**config.mk**
```make
export PLATFORM = sky130hd
export DESIGN_NAME = gs_pwm_engine
export DESIGN_NICKNAME = d
export VERILOG_FILES = /design/src/rtl/gs_pwm_pkg.sv /design/src/rtl/gs_counter.sv /design/src/rtl/gs_channel.sv /design/src/rtl/gs_pwm_engine.sv
export SDC_FILE = /design/constraint.sdc
export NUM_CORES = 1
export LEC_CHECK = 0
export ABC_AREA = 1
export BUFFER_PORTS_ARGS = -buffer_cell sky130_fd_sc_hd__buf_2
export CAP_MARGIN = 20
export CORE_MARGIN = 4
export CORE_UTILIZATION = 51
export CTS_BUF_LIST = sky130_fd_sc_hd__clkbuf_16
export DETAILED_ROUTE_END_ITERATION = 10
export GPL_ROUTABILITY_DRIVEN = 0
export PLACE_DENSITY = 0.92
export SETUP_SLACK_MARGIN = 0.1
export SYNTH_ARGS = -nofsm -noshare
export SYNTH_HDL_FRONTEND = slang
export SYNTH_SLANG_ARGS = --single-unit
```
**constraint.sdc**
```tcl
create_clock -name gs_clk -period 2.3 [get_ports gs_clk]
set_input_delay 0.115 -clock gs_clk [delete_from_list [all_inputs] [get_ports gs_clk]]
set_output_delay 0.115 -clock gs_clk [all_outputs]
set_load 0.03 [all_outputs]
```
**src/rtl/gs_pwm_pkg.sv**
```systemverilog
`timescale 1ns/1ps
package gs_pwm_pkg;
    parameter int unsigned CHAN_COUNT_DEF = 16;
    parameter int unsigned LEVEL_W_DEF    = 12;
endpackage

```
**src/rtl/gs_counter.sv**
```systemverilog
`timescale 1ns/1ps
// Shared grayscale counter: counts from zero after clear, halts at full scale.
module gs_counter #(
    parameter int unsigned LEVEL_W = gs_pwm_pkg::LEVEL_W_DEF
) (
    input  logic               clk,
    input  logic               clr,
    output logic [LEVEL_W-1:0] count_o,
    output logic               first_o,
    output logic               stop_o,
    output logic               done_o
);
    localparam logic [LEVEL_W-1:0] FULL = '1;
    localparam logic [LEVEL_W-1:0] NEAR = FULL - 1'b1;

    typedef struct packed {
        logic [LEVEL_W-1:0] cnt;
        logic               done;
    } cnt_state_t;

    cnt_state_t st_d, st_q;

    always_comb begin
        st_d = st_q;
        if (st_q.cnt != FULL) begin
            st_d.cnt = st_q.cnt + 1'b1;
        end
        st_d.done = (st_q.cnt == NEAR);
    end

    always_ff @(posedge clk or posedge clr) begin
        if (clr) begin
            st_q <= '0;
        end else begin
            st_q <= st_d;
        end
    end

    assign count_o = st_q.cnt;
    assign first_o = (st_q.cnt == '0);
    assign stop_o  = (st_q.cnt >= NEAR);
    assign done_o  = st_q.done;
endmodule

```
**src/rtl/gs_channel.sv**
```systemverilog
`timescale 1ns/1ps
// One channel's enable: set at cycle start when the code is nonzero,
// cleared when the code equals the count, forced off at full scale.
module gs_channel #(
    parameter int unsigned LEVEL_W = gs_pwm_pkg::LEVEL_W_DEF
) (
    input  logic               clk,
    input  logic               clr,
    input  logic [LEVEL_W-1:0] level_i,
    input  logic [LEVEL_W-1:0] count_i,
    input  logic               first_i,
    input  logic               stop_i,
    output logic               on_o
);
    typedef struct packed {
        logic on;
    } ch_state_t;

    ch_state_t st_d, st_q;

    always_comb begin
        st_d = st_q;
        if (stop_i) begin
            st_d.on = 1'b0;
        end else if (first_i) begin
            st_d.on = (level_i != '0);
        end else if (level_i == count_i) begin
            st_d.on = 1'b0;
        end
    end

    always_ff @(posedge clk or posedge clr) begin
        if (clr) begin
            st_q <= '0;
        end else begin
            st_q <= st_d;
        end
    end

    assign on_o = st_q.on;
endmodule

```
**src/rtl/gs_pwm_engine.sv**
```systemverilog
`timescale 1ns/1ps
module gs_pwm_engine #(
    parameter int unsigned CHANNELS = gs_pwm_pkg::CHAN_COUNT_DEF,
    parameter int unsigned LEVEL_W  = gs_pwm_pkg::LEVEL_W_DEF
) (
    input  logic                          gs_clk,
    input  logic                          rst_n,
    input  logic                          blank,
    input  logic [CHANNELS*LEVEL_W-1:0]   gs_image,
    output logic [CHANNELS-1:0]           chan_on,
    output logic                          cycle_done
);
    logic               clr_w;
    logic [LEVEL_W-1:0] cnt_w;
    logic               first_w;
    logic               stop_w;

    // blank and reset share one asynchronous clear path
    assign clr_w = blank | ~rst_n;

    gs_counter #(.LEVEL_W(LEVEL_W)) u_counter (
        .clk     (gs_clk),
        .clr     (clr_w),
        .count_o (cnt_w),
        .first_o (first_w),
        .stop_o  (stop_w),
        .done_o  (cycle_done)
    );

    for (genvar n = 0; n < CHANNELS; n++) begin : g_lane
        gs_channel #(.LEVEL_W(LEVEL_W)) u_channel (
            .clk     (gs_clk),
            .clr     (clr_w),
            .level_i (gs_image[n*LEVEL_W +: LEVEL_W]),
            .count_i (cnt_w),
            .first_i (first_w),
            .stop_i  (stop_w),
            .on_o    (chan_on[n])
        );
    end
endmodule

```
After elaboration in Yosys (flattened, before gate mapping)
Cells that the tools add are included.
Storage, ports and cells
  output and inout bits: 17
  input bits: 195
  word-level logic and storage cells: 121
  bits in registers: 29
Cells by class
  eq/ne operators: 18
  bitwise logic cells: 2
  mux-type cells: 48
  reduce and logical (&&, ||, !) cells: 33
  order comparisons: 1
  add/sub/neg operators: 1
Operators with widths (number)
  $eq A12 B12 Y1: 16
  $reduce_bool A12 Y1: 16
  $mux W1: 48
  $reduce_bool A3 Y1: 16
  $add A12 B1 Y12 const B: 1
  $eq A12 B12 Y1 const B: 1
  $ge A12 B12 Y1 const B: 1
  $logic_not A12 Y1: 1
  $ne A12 B12 Y1 const B: 1
  $not A1 Y1: 1
  $or A1 B1 Y1: 1

Logic depth before layout (Yosys ltp)
Gate-level depths: netlist of the first run.
  word-level depth: 4
  mapped depth: 12
  depth with buffers taken out: 9

By module
Synthesis of the first run repeated with hierarchy kept, for this count alone.
Unflattened totals
  cells, all modules: 1142
  area, all modules: 5597.9 µm²
Modules (own cells, without submodules)
  gs_channel: area an instance 297.8 µm², cells each 65, sequential area each 25.0 µm², instances 16
  gs_counter: area an instance 825.8 µm², cells each 100, sequential area each 325.3 µm², instances 1
  gs_pwm_engine: area an instance 7.5 µm², cells each 2, sequential area each 0.0 µm², instances 1

Worst setup path before layout of the first run
Ideal clock, no wire load.
  path type: register to register
  start: reg u_counter.st_q (netlist bit u_counter.count_o[0])
  end: reg g_lane[10].u_channel.st_q
  data required time: 2176 ps
  arrival: 1608 ps
  period minus slack after synthesis: 1732 ps
  cell stages (with the launch flop): 13
  buffers on the path: 3
  slack: 568 ps
  library setup time: 124 ps
  path through: dfrtp_1 -> buf_2 -> inv_2 -> buf_4 -> ha_1 -> nand3_4 -> nor2_1 -> nand2_2 -> nand2_4 -> buf_12 -> nor2_2 -> nand2_1 -> nand2_1
On the way
  cells in the longest elaborated chain, start to end: 3
  elaborated cells on any way between the ends: 6
  those cells by class: order compare (1); eq/ne (1); mux (2); reduce/logical (2)
Ends and longest elaborated chain
  start: declaration: RTL line gs_counter.sv:21  | cnt_state_t st_d, st_q;
  start signal: assignment: RTL line gs_counter.sv:35  | st_q <= st_d;
  branches (longest 3 deep; another with $ge A12 B12 Y1)
  end signal: assignment: RTL line gs_channel.sv:36  | st_q <= st_d;
  end: declaration: RTL line gs_channel.sv:19  | ch_state_t st_d, st_q;
Parallel ways; which one is timed is not known.
A chain may end at the register's enable or synchronous reset.

Worst setup path in the final report of the first run
  start: reg u_counter.st_q (netlist bit u_counter.count_o[9])
  end: reg g_lane[10].u_channel.st_q
Same word-level chain as after synthesis.

==> results of run 1 <==
==> worst paths after layout <==
check / startpoint / to / slack, ns
setup / recovery: u_counter.count_o[9]$_DFFE_PP0P_ / g_lane[10].u_channel.on_o$_DFFE_PP0P_ / 0.53
setup reg to reg: u_counter.count_o[9]$_DFFE_PP0P_ / g_lane[10].u_channel.on_o$_DFFE_PP0P_ / 0.53
hold reg to reg: g_lane[12].u_channel.on_o$_DFFE_PP0P_ / g_lane[12].u_channel.on_o$_DFFE_PP0P_ / 0.60
max in group asynchronous: blank / u_counter.done_o$_DFF_PP0_ / 1.62
hold / removal: rst_n / g_lane[7].u_channel.on_o$_DFFE_PP0P_ / 0.1
min in group gs_clk: gs_image[179] / g_lane[14].u_channel.on_o$_DFFE_PP0P_ / 0.16
==> flip-flops by register name, indices dropped and copies added, names as in the netlist <==
signal,cells
g_lane.u_channel.on_o,16
u_counter.count_o,12
u_counter.done_o,1
==> power groups by stage <==
stage	Combinational [mW]	Sequential [mW]	Clock, mW
finish	0.573	0.517	0.750
global route	0.646	0.518	0.772
CTS	0.567	0.517	0.749
detailed placement	0.565	0.526	0
global placement	0.554	0.526	0
floorplan	0.288	0.525	0
==> cell families (layout without fill, tap and decap cells) <==
group                    after synthesis  count (layout)
AND/OR/NAND/NOR                      753             753
buffers and inverters                212             404
XOR/XNOR                              69              69
flip-flops                            29              29
AO/OA/AOI/OAI                          9               9
adder cells (fa/ha/maj)                3               3
==> layer usage <==
metal,wire length [um],up-vias,global-route usage [%]
met4,754,0,12.0
li1,-,3534,-
met5,0,-,0
met2,9070,441,50.9
met1,7950,3070,39.1
met3,2470,62,5.39
==> critical path: stages, from the launching register on <==
cell and delay (ns):
dfrtp_1 0.60, buf_4 0.31, inv_4 0.22, nand2_1 0.08, nand2_1 0.06, nand3_1 0.06
nor2_1 0.12, nand3_1 0.07, nand2_1 0.06, nand2_1 0.05
==> area by class of cell <==
cell class / instances / area [um2] / area share, %
sequential: 29 / 726 / 10.8
inverter: 163 / 624 / 9.28
timing repair buffer: 233 / 1230 / 18.3
multi-input combinational: 834 / 3810 / 56.6
clock inverter: 3 / 37.5 / 0.558
tap: 136 / 170 / 2.53
clock buffer: 5 / 125 / 1.86
==> cells in the final DEF (no fill, tap or decap), drive strengths merged, types with 4 or more instances in the layout <==
cell type	netlist	final
nand2	537	537
buf	49	233
inv	163	164
nor2	124	124
nand3	69	69
xnor2	65	65
dfrtp	29	29
nor4	13	13
nand4	6	6
clkbuf	0	5
xor2	4	4
nor3	4	4
==> Yosys cell counts (4+ instances only) <==
cell type | n | area share [%]
nand2_1 | 530 | 36
inv_1 | 154 | 10
nor2_1 | 107 | 7.2
nand3_1 | 66 | 6.0
xnor2_1 | 65 | 10
buf_4 | 29 | 3.9
dfrtp_1 | 29 | 13
nor2_2 | 14 | 1.6
nor4_1 | 13 | 1.5
buf_2 | 10 | 0.90
buf_6 | 9 | 1.8
inv_2 | 5 | 0.34
nand4_1 | 5 | 0.56
nand2_2 | 4 | 0.45
xor2_1 | 4 | 0.63
==> impl_metrics.csv, run 1 <==
group,metric,value,unit
clock_network,numCtsBuffers,5,
die,start_util,53.0,%
die,die_y,112,um
sta,post-route-period-util,77.1,%
sta,finClkSkew,0.00431,ns
cells_and_area,final_area,6730,um2
global_routing,grt_first_pass_wirelength,31100,um
detailed_routing,detail_route.iter0.violations,917,
placed_design,dp_slack,0.587,ns
yosys,synth_top_family_by_area,"simple AND/OR/NAND/NOR gates",
die,die_area,12600,um2
yosys,ys_ff_latch,29,
clock_network,cts.repair.resized,0,
placed_design,portBuffers,211,
clock_network,cts_tree,"done",
status,outcome,"complete, no violations",
yosys,synth_mux_area_share,0,%
job,drv_cap,0,
yosys,synth-async-reset-ratio,100,%
power,power.density,273,nW/um2
clock_network,postCtsSetupBuffers,0,
power,comb_power_share,31.1,%
yosys,syn_nets,1273,
power,p_leak,4.08,nW
global_routing,antenna_found_initial,0,
global_routing,grt_pass1_vias,6471,
clock_network,clk_latency,0.28,ns
critical_path,endpoint_kind,"flip-flop",
critical_path,path_class,"flip-flop to flip-flop",
die,rows,37,
cells_and_area,final_util,64.3,%
sta,fin_hold_ws,0.0970,ns
clock_network,ctsHtreeMaxLevel,2,
power,p_int,1.28,mW
sta,min_period,1.77,ns
yosys,synth_compound_area_share,0.993,%
power,total_power,1.84,mW
yosys,synth-simple-area-share,56.0,%
placed_design,dp_hpwl,15700,um
worst_hold_path,hold_class,"primary input to async pin",
die,io_pins,212,
power,seq_power_share,28.1,%
clock_network,clkSlewWorstSetupHoldPaths,0.05,ns
die,coreArea,10500,um2
cells_and_area,num_antenna_cells,0,
cells_and_area,layoutNonFillerInstCount,1403,
cells_and_area,nFillCells,1052,
detailed_routing,wl_per_cell,14.4,um
power,ir_drop,252,uV
power,power_switching,0.563,mW
yosys,synth_area,5540,um2
yosys,synth-adder-area-share,0.677,%
sta,worstMarginPinSlew,0.923,ns
placed_design,dp_cells,1395,
sta,relSlewSlack,38.4,%
yosys,ys_warn_count,0,
critical_path,cp_max_fo,18,
cells_and_area,drive_gt1_share,22.0,%
yosys,synth_flop_cell,"dfrtp_1",
placed_design,place_area,6570,um2
global_routing,grt_max_degree,30,
critical_path,critPathLaunchType,"flip-flop",
global_routing,grt_overflow,0,
die,die_x,112,um
sta,fmax,0.564,GHz
clock_network,cts.hold.buffers_added,0,
sta,fin_ws,0.526,ns
sta,setup_viol,0,
yosys,synth_xor_area_share,10.9,%
power,clockPowerShare,40.7,%
sta,finalMaxSlewViolations,0,
sta,tns,0,ns
clock_network,clock-sinks,29,
clock_network,cts_buffer_depth,2,
yosys,yosysUniqueCellTypes,30,
cells_and_area,fin_nets,1464,
sta,finalHoldViolCount,0,
detailed_routing,vias_per_cell,5.07,
power,power_switching_share,30.6,%
critical_path,arrival,1.93,ns
clock_network,clockRootBuffer,"clkbuf_16",
detailed_routing,ant_nets,0,
global_routing,grt_usage,30.5,%
detailed_routing,drt-pass1-iter-count,5,
detailed_routing,vias,7107,
critical_path,required,2.46,ns
detailed_routing,drc,0,
cells_and_area,area_delta_synth_final,21.4,%
yosys,synth_edf_count,0,
yosys,syn_inst,1075,
yosys,ys_seq_area_share,13.1,%
sta,rsz0062_at_grt,"no",
yosys,syn_area_per_cell,5.16,um2
detailed_routing,routed_wl,20300,um
critical_path,ff2ff_path_depth,9,
Power figures use the tool's default switching activity.
==> inputs of run 2 (changes only) <==
==> constraint.sdc (replaced) <==
create_clock -name gs_clk -period 1.7 [get_ports gs_clk]
set_input_delay 0.085 -clock gs_clk [delete_from_list [all_inputs] [get_ports gs_clk]]
set_output_delay 0.085 -clock gs_clk [all_outputs]
set_load 0.03 [all_outputs]
==> impl_metrics.csv, run 2 (synthesis results as in run 1) <==
group,metric,value,unit
clock_network,ctsHtreeMaxLevel,2,
power,seq_power_share,29.6,%
clock_network,numCtsBuffers,5,
worst_hold_path,hold_path_depth,5,
critical_path,rrSetupSlack,0.16,ns
die,die_x,112,um
clock_network,clock-sinks,29,
sta,post-route-period-util,90.4,%
sta,fmax,0.650,GHz
worst_hold_path,hold_class,"primary input to flip-flop",
critical_path,path_class,"flip-flop to flip-flop",
cells_and_area,layoutNonFillerInstCount,1430,
die,start_util,53.0,%
clock_network,cts_tree,"done",
power,power_switching,0.781,mW
power,p_int,1.58,mW
global_routing,grt_usage,31.8,%
clock_network,clk_latency,0.28,ns
global_routing,use_met3,7.44,%
clock_network,clockRootBuffer,"clkbuf_16",
detailed_routing,vias_per_cell,5.18,
power,power.density,337,nW/um2
detailed_routing,detail_route.iter0.violations,831,
detailed_routing,routed_wl,21400,um
global_routing,grt_overflow,0,
clock_network,clkSlewWorstSetupHoldPaths,0.06,ns
placed_design,dp_cells,1410,
detailed_routing,ant_nets,0,
cells_and_area,num_antenna_cells,0,
clock_network,cts_buffer_depth,2,
power,comb_power_share,33.3,%
power,power_switching_share,33.0,%
die,rows,37,
die,die_area,12600,um2
die,coreArea,10500,um2
die,io_pins,212,
status,outcome,"complete, no violations",
global_routing,grt_use_met2,53.7,%
job,drv_cap,0,
critical_path,endpoint_kind,"flip-flop",
global_routing,globalRouteMet1Util,38.4,%
power,p_leak,4.23,nW
global_routing,grt-busiest-layer,"met2",
critical_path,cp_max_fo,8,
detailed_routing,vias,7407,
global_routing,grt_pass1_vias,6910,
sta,finalHoldViolCount,0,
cells_and_area,largest_reg_flops,16,
critical_path,critPathLaunchType,"flip-flop",
worst_hold_path,min_from,"gs_image[107]",
critical_path,r2r_start,"u_counter.count_o[0]$_DFFE_PP0P_",
worst_hold_path,whs_endpoint,"g_lane[8].u_channel.on_o$_DFFE_PP0P_",
sta,tns,0,ns
cells_and_area,final_cell_mix,"530 x nand2_1, 211 x buf_2, 154 x inv_1",
cells_and_area,final_common_cell,"nand2_1",
critical_path,arrival,1.69,ns
cells_and_area,fin_nets,1491,
detailed_routing,drt-pass1-iter-count,5,
sta,min_period,1.54,ns
global_routing,grt_first_pass_wirelength,32700,um
critical_path,ff2ff_path_depth,9,
placed_design,portBuffers,211,
sta,finClkSkew,0.00722,ns
placed_design,dp_hpwl,16400,um
global_routing,antenna_found_initial,1,
critical_path,required,1.85,ns
cells_and_area,drive_gt1_share,24.0,%
power,ir_drop,362,uV
detailed_routing,drc,0,
global_routing,grt_max_degree,30,
sta,worstMarginPinSlew,0.451,ns
sta,relSlewSlack,69.9,%
power,clockPowerShare,37.1,%
cells_and_area,area_delta_synth_final,26.6,%
die,die_y,112,um
critical_path,reg2reg_to,"g_lane[4].u_channel.on_o$_DFFE_PP0P_",
sta,finalMaxSlewViolations,0,
sta,rsz0062_at_grt,"yes",
sta,setup_viol,0,
detailed_routing,wl_per_cell,14.9,um
==> run 2: cell count changes in the layout (fill, tap and decap cells not counted), moves of 3 or more <==
cell     change
buf_4       +20
dfrtp_1      -3
dfrtp_2      +3
inv_2        -3
==> run 2: per-stage QoR <==
stage               setup slack (ns)  util [%]  hold slack [ns]  instance area, um2  total power, mW
floorplan                      0.103         -            0.270                5590             1.10
global placement               0.163      64.1            0.260                6700             1.46
detailed placement            0.0967      64.1            0.257                6700             1.48
CTS                            0.145      65.7            0.122                6870             2.35
global route                  0.0749      67.1            0.146                7020             2.49
finish                         0.163      67.1            0.124                7020             2.36
==> run 2: worst max-delay path by stage <==
stage,depth (start not counted),end,start
after global routing,9,g_lane[4].u_channel.on_o$_DFFE_PP0P_,u_counter.count_o[0]$_DFFE_PP0P_
final,9,g_lane[4].u_channel.on_o$_DFFE_PP0P_,u_counter.count_o[0]$_DFFE_PP0P_
after floorplan,12,g_lane[10].u_channel.on_o$_DFFE_PP0P_,u_counter.count_o[0]$_DFFE_PP0P_
after detailed placement,9,g_lane[4].u_channel.on_o$_DFFE_PP0P_,u_counter.count_o[0]$_DFFE_PP0P_
after CTS,8,u_counter.count_o[11]$_DFFE_PP0P_,u_counter.count_o[1]$_DFFE_PP0P_
after global placement,9,g_lane[4].u_channel.on_o$_DFFE_PP0P_,u_counter.count_o[0]$_DFFE_PP0P_
==> run 2: power groups by stage <==
stage,combinational [mW],sequential (mW),clock (mW)
after CTS,0.776,0.700,0.874
final,0.787,0.700,0.876
after detailed placement,0.768,0.712,0
after floorplan,0.390,0.711,0
after global placement,0.748,0.712,0
after global routing,0.888,0.700,0.906
==> run 2: repair_timing <==
item / CTS / global route
setup endpoints to repair: 2 / 15
pin swaps: 0 / 4
setup buffers: 0 / 9
hold buffers: 2 / 0
hold endpoints to repair: 29 / 0
resized for setup: 1 / 20
gates cloned: 0 / 1
==> run 2: critical path, cell delays in order, from the launching register on <==
cell and delay, ns:
dfrtp_2 0.44, clkinv_4 0.09, ha_1 0.16, inv_1 0.07, a21oi_2 0.17, nand3_4 0.16
nand2_8 0.16, nor2_1 0.06, nand2_1 0.06, nand2_1 0.05
==> run 2: per-layer routing <==
metal,vias to the layer above,wire [um]
li1,3595,-
met1,3200,7690
met2,517,9830
met3,93,2750
met4,2,1090
met5,-,13
==> run 2: final cells by class <==
cell class                      count  area [um2]
Fill cell                        1000        3450
Inverter                          163         639
Clock buffer                        5         125
Tap cell                          136         170
Sequential cell                    29         729
Timing Repair Buffer              259        1460
Clock inverter                      3        12.5
Multi-Input combinational cell    835        3880
==> inputs of run 3 (changes only) <==
--- a/config.mk
+++ b/config.mk
@@ -9,11 +9,11 @@
 export BUFFER_PORTS_ARGS = -buffer_cell sky130_fd_sc_hd__buf_2
 export CAP_MARGIN = 20
 export CORE_MARGIN = 4
-export CORE_UTILIZATION = 51
+export CORE_UTILIZATION = 55
 export CTS_BUF_LIST = sky130_fd_sc_hd__clkbuf_16
 export DETAILED_ROUTE_END_ITERATION = 10
 export GPL_ROUTABILITY_DRIVEN = 0
-export PLACE_DENSITY = 0.92
+export PLACE_DENSITY = 0.95
 export SETUP_SLACK_MARGIN = 0.1
 export SYNTH_ARGS = -nofsm -noshare
 export SYNTH_HDL_FRONTEND = slang
==> constraint.sdc (replaced) <==
create_clock -name gs_clk -period 1.8 [get_ports gs_clk]
set_input_delay 0.09 -clock gs_clk [delete_from_list [all_inputs] [get_ports gs_clk]]
set_output_delay 0.09 -clock gs_clk [all_outputs]
set_load 0.03 [all_outputs]
==> impl_metrics.csv, run 3 (synthesis results as in run 1) <==
group,metric,value,unit
status,outcome,"complete, no violations",
detailed_routing,detail_route.iter0.violations,713,
placed_design,place_area,6660,um2
critical_path,critPathLaunchType,"flip-flop",
clock_network,clock-sinks,29,
clock_network,numCtsBuffers,5,
cells_and_area,fin_nets,1480,
die,coreArea,9770,um2
worst_hold_path,min_from,"gs_image[119]",
sta,finalMaxSlewViolations,0,
worst_hold_path,hold_path_depth,5,
clock_network,cts_buffer_depth,2,
critical_path,required,1.97,ns
critical_path,r2r_start,"u_counter.count_o[0]$_DFFE_PP0P_",
die,die_y,108,um
detailed_routing,routed_wl,20200,um
cells_and_area,final_area,6820,um2
critical_path,crit_top_cell,"nand2_1",
die,die_x,108,um
sta,min_period,1.57,ns
cells_and_area,drive_gt1_share,22.9,%
critical_path,endpoint_kind,"flip-flop",
sta,finClkSkew,0.0110,ns
detailed_routing,wl_per_cell,14.3,um
clock_network,ctsHtreeMaxLevel,2,
cells_and_area,final_common_cell,"nand2_1",
die,io_pins,212,
critical_path,crit_slowest_cell,"dfrtp_1",
clock_network,postCtsSetupBuffers,0,
worst_hold_path,hold_class,"primary input to flip-flop",
power,power.density,322,nW/um2
critical_path,ff2ff_path_depth,9,
job,drv_cap,0,
cells_and_area,num_antenna_cells,0,
clock_network,clk_latency,0.28,ns
clock_network,cts_tree,"done",
clock_network,clockRootBuffer,"clkbuf_16",
clock_network,clkSlewWorstSetupHoldPaths,0.05,ns
cells_and_area,area_delta_synth_final,23.0,%
critical_path,slowest_delay,0.44,ns
sta,tns,0,ns
power,p_leak,4.14,nW
sta,setup_viol,0,
detailed_routing,drt-pass1-iter-count,5,
cells_and_area,final_cell_mix,"530 x nand2_1, 211 x buf_2, 155 x inv_1",
critical_path,critPathBufInv,2,
global_routing,grt_usage,34.2,%
critical_path,critical_path.top_delay_family,"simple AND/OR/NAND/NOR gates",
die,rows,36,
die,die_area,11700,um2
die,start_util,56.7,%
worst_hold_path,whs_endpoint,"g_lane[9].u_channel.on_o$_DFFE_PP0P_",
global_routing,grt_pass1_vias,6718,
global_routing,grt_first_pass_wirelength,31500,um
critical_path,path_class,"flip-flop to flip-flop",
critical_path,arrival,1.74,ns
global_routing,grt_overflow,0,
detailed_routing,drc,0,
sta,post-route-period-util,87.1,%
sta,relSlewSlack,69.9,%
global_routing,antenna_found_initial,0,
power,total_power,2.19,mW
critical_path,cp_max_fo,16,
placed_design,portBuffers,211,
power,ir_drop,291,uV
cells_and_area,largest_reg_flops,16,
detailed_routing,vias_per_cell,5.11,
detailed_routing,vias,7225,
critical_path,path_cells,"inv_4 -> buf_4 -> nand2_1 -> nand2_1 -> nand2_1 -> nor2_1 -> nand3_1 -> nand2_1 -> nand2_1",
cells_and_area,nFillCells,900,
critical_path,reg2reg_to,"g_lane[7].u_channel.on_o$_DFFE_PP0P_",
sta,worstMarginPinSlew,0.452,ns
detailed_routing,ant_nets,0,
sta,rsz0062_at_grt,"no",
critical_path,rrSetupSlack,0.23,ns
global_routing,grt_max_degree,30,
sta,finalHoldViolCount,0,
sta,fmax,0.638,GHz
placed_design,dp_hpwl,15700,um
## run 3: worst max path at each step
| stage | from | endpoint | slack [ns] | depth (start not counted) |
|---|---|---|---|---|
| after floorplan | u_counter.count_o[1]$_DFFE_PP0P_ | g_lane[10].u_channel.on_o$_DFFE_PP0P_ | 0.10 | 12 |
| after global placement | u_counter.count_o[1]$_DFFE_PP0P_ | g_lane[4].u_channel.on_o$_DFFE_PP0P_ | 0.27 | 9 |
| after detailed placement | u_counter.count_o[1]$_DFFE_PP0P_ | g_lane[11].u_channel.on_o$_DFFE_PP0P_ | 0.22 | 9 |
| after CTS | u_counter.count_o[1]$_DFFE_PP0P_ | g_lane[4].u_channel.on_o$_DFFE_PP0P_ | 0.21 | 9 |
| after global routing | u_counter.count_o[6]$_DFFE_PP0P_ | g_lane[4].u_channel.on_o$_DFFE_PP0P_ | 0.15 | 8 |
| final | u_counter.count_o[0]$_DFFE_PP0P_ | g_lane[7].u_channel.on_o$_DFFE_PP0P_ | 0.23 | 9 |
## run 3: worst reg2reg max path, stage by stage, from the launching register on
cell	delay (ns)
dfrtp_1	0.44
inv_4	0.09
buf_4	0.26
nand2_1	0.08
nand2_1	0.06
nand2_1	0.05
nor2_1	0.25
nand3_1	0.12
nand2_1	0.07
nand2_1	0.04
## run 3: cell type report
cell class / instances / area, um2 / share of cell area (%)
Multi-Input combinational cell: 834 / 3820 / 56.0
Clock buffer: 5 / 125 / 1.83
Clock inverter: 2 / 7.51 / 0.110
Sequential cell: 29 / 726 / 10.6
Inverter: 163 / 627 / 9.19
Tap cell: 133 / 166 / 2.44
Timing Repair Buffer: 249 / 1350 / 19.7
## run 3: routing by layer
metal	global-route usage, %	up-vias	routed length (um)
li1	-	3569	-
met1	41.2	3123	7430
met3	6.63	81	2610
met5	0	-	0
met4	17.9	0	1000
met2	57.8	452	9180
## run 3: what timing repair did
| item | in CTS | in global routing |
|---|---|---|
| endpoints found under the hold margin | 29 | 0 |
| setup endpoints to repair | 0 | 3 |
| resized for setup | 0 | 1 |
| hold buffers | 2 | 0 |
## run 3: metrics by stage
stage	worst slack, ns	hold WS [ns]	util (%)	instances
after detailed placement	0.224	0.267	68.1	1406
after CTS	0.206	0.127	69.7	1415
after floorplan	0.102	0.275	-	1075
final	0.233	0.126	69.8	1415
after global routing	0.147	0.166	69.8	1415
after global placement	0.272	0.264	68.1	1406
## run 3: report_power, final
part	internal, mW	switching (mW)
registers	0.658	0.00375
clock network	0.494	0.303
logic	0.336	0.400
total	1.49	0.707
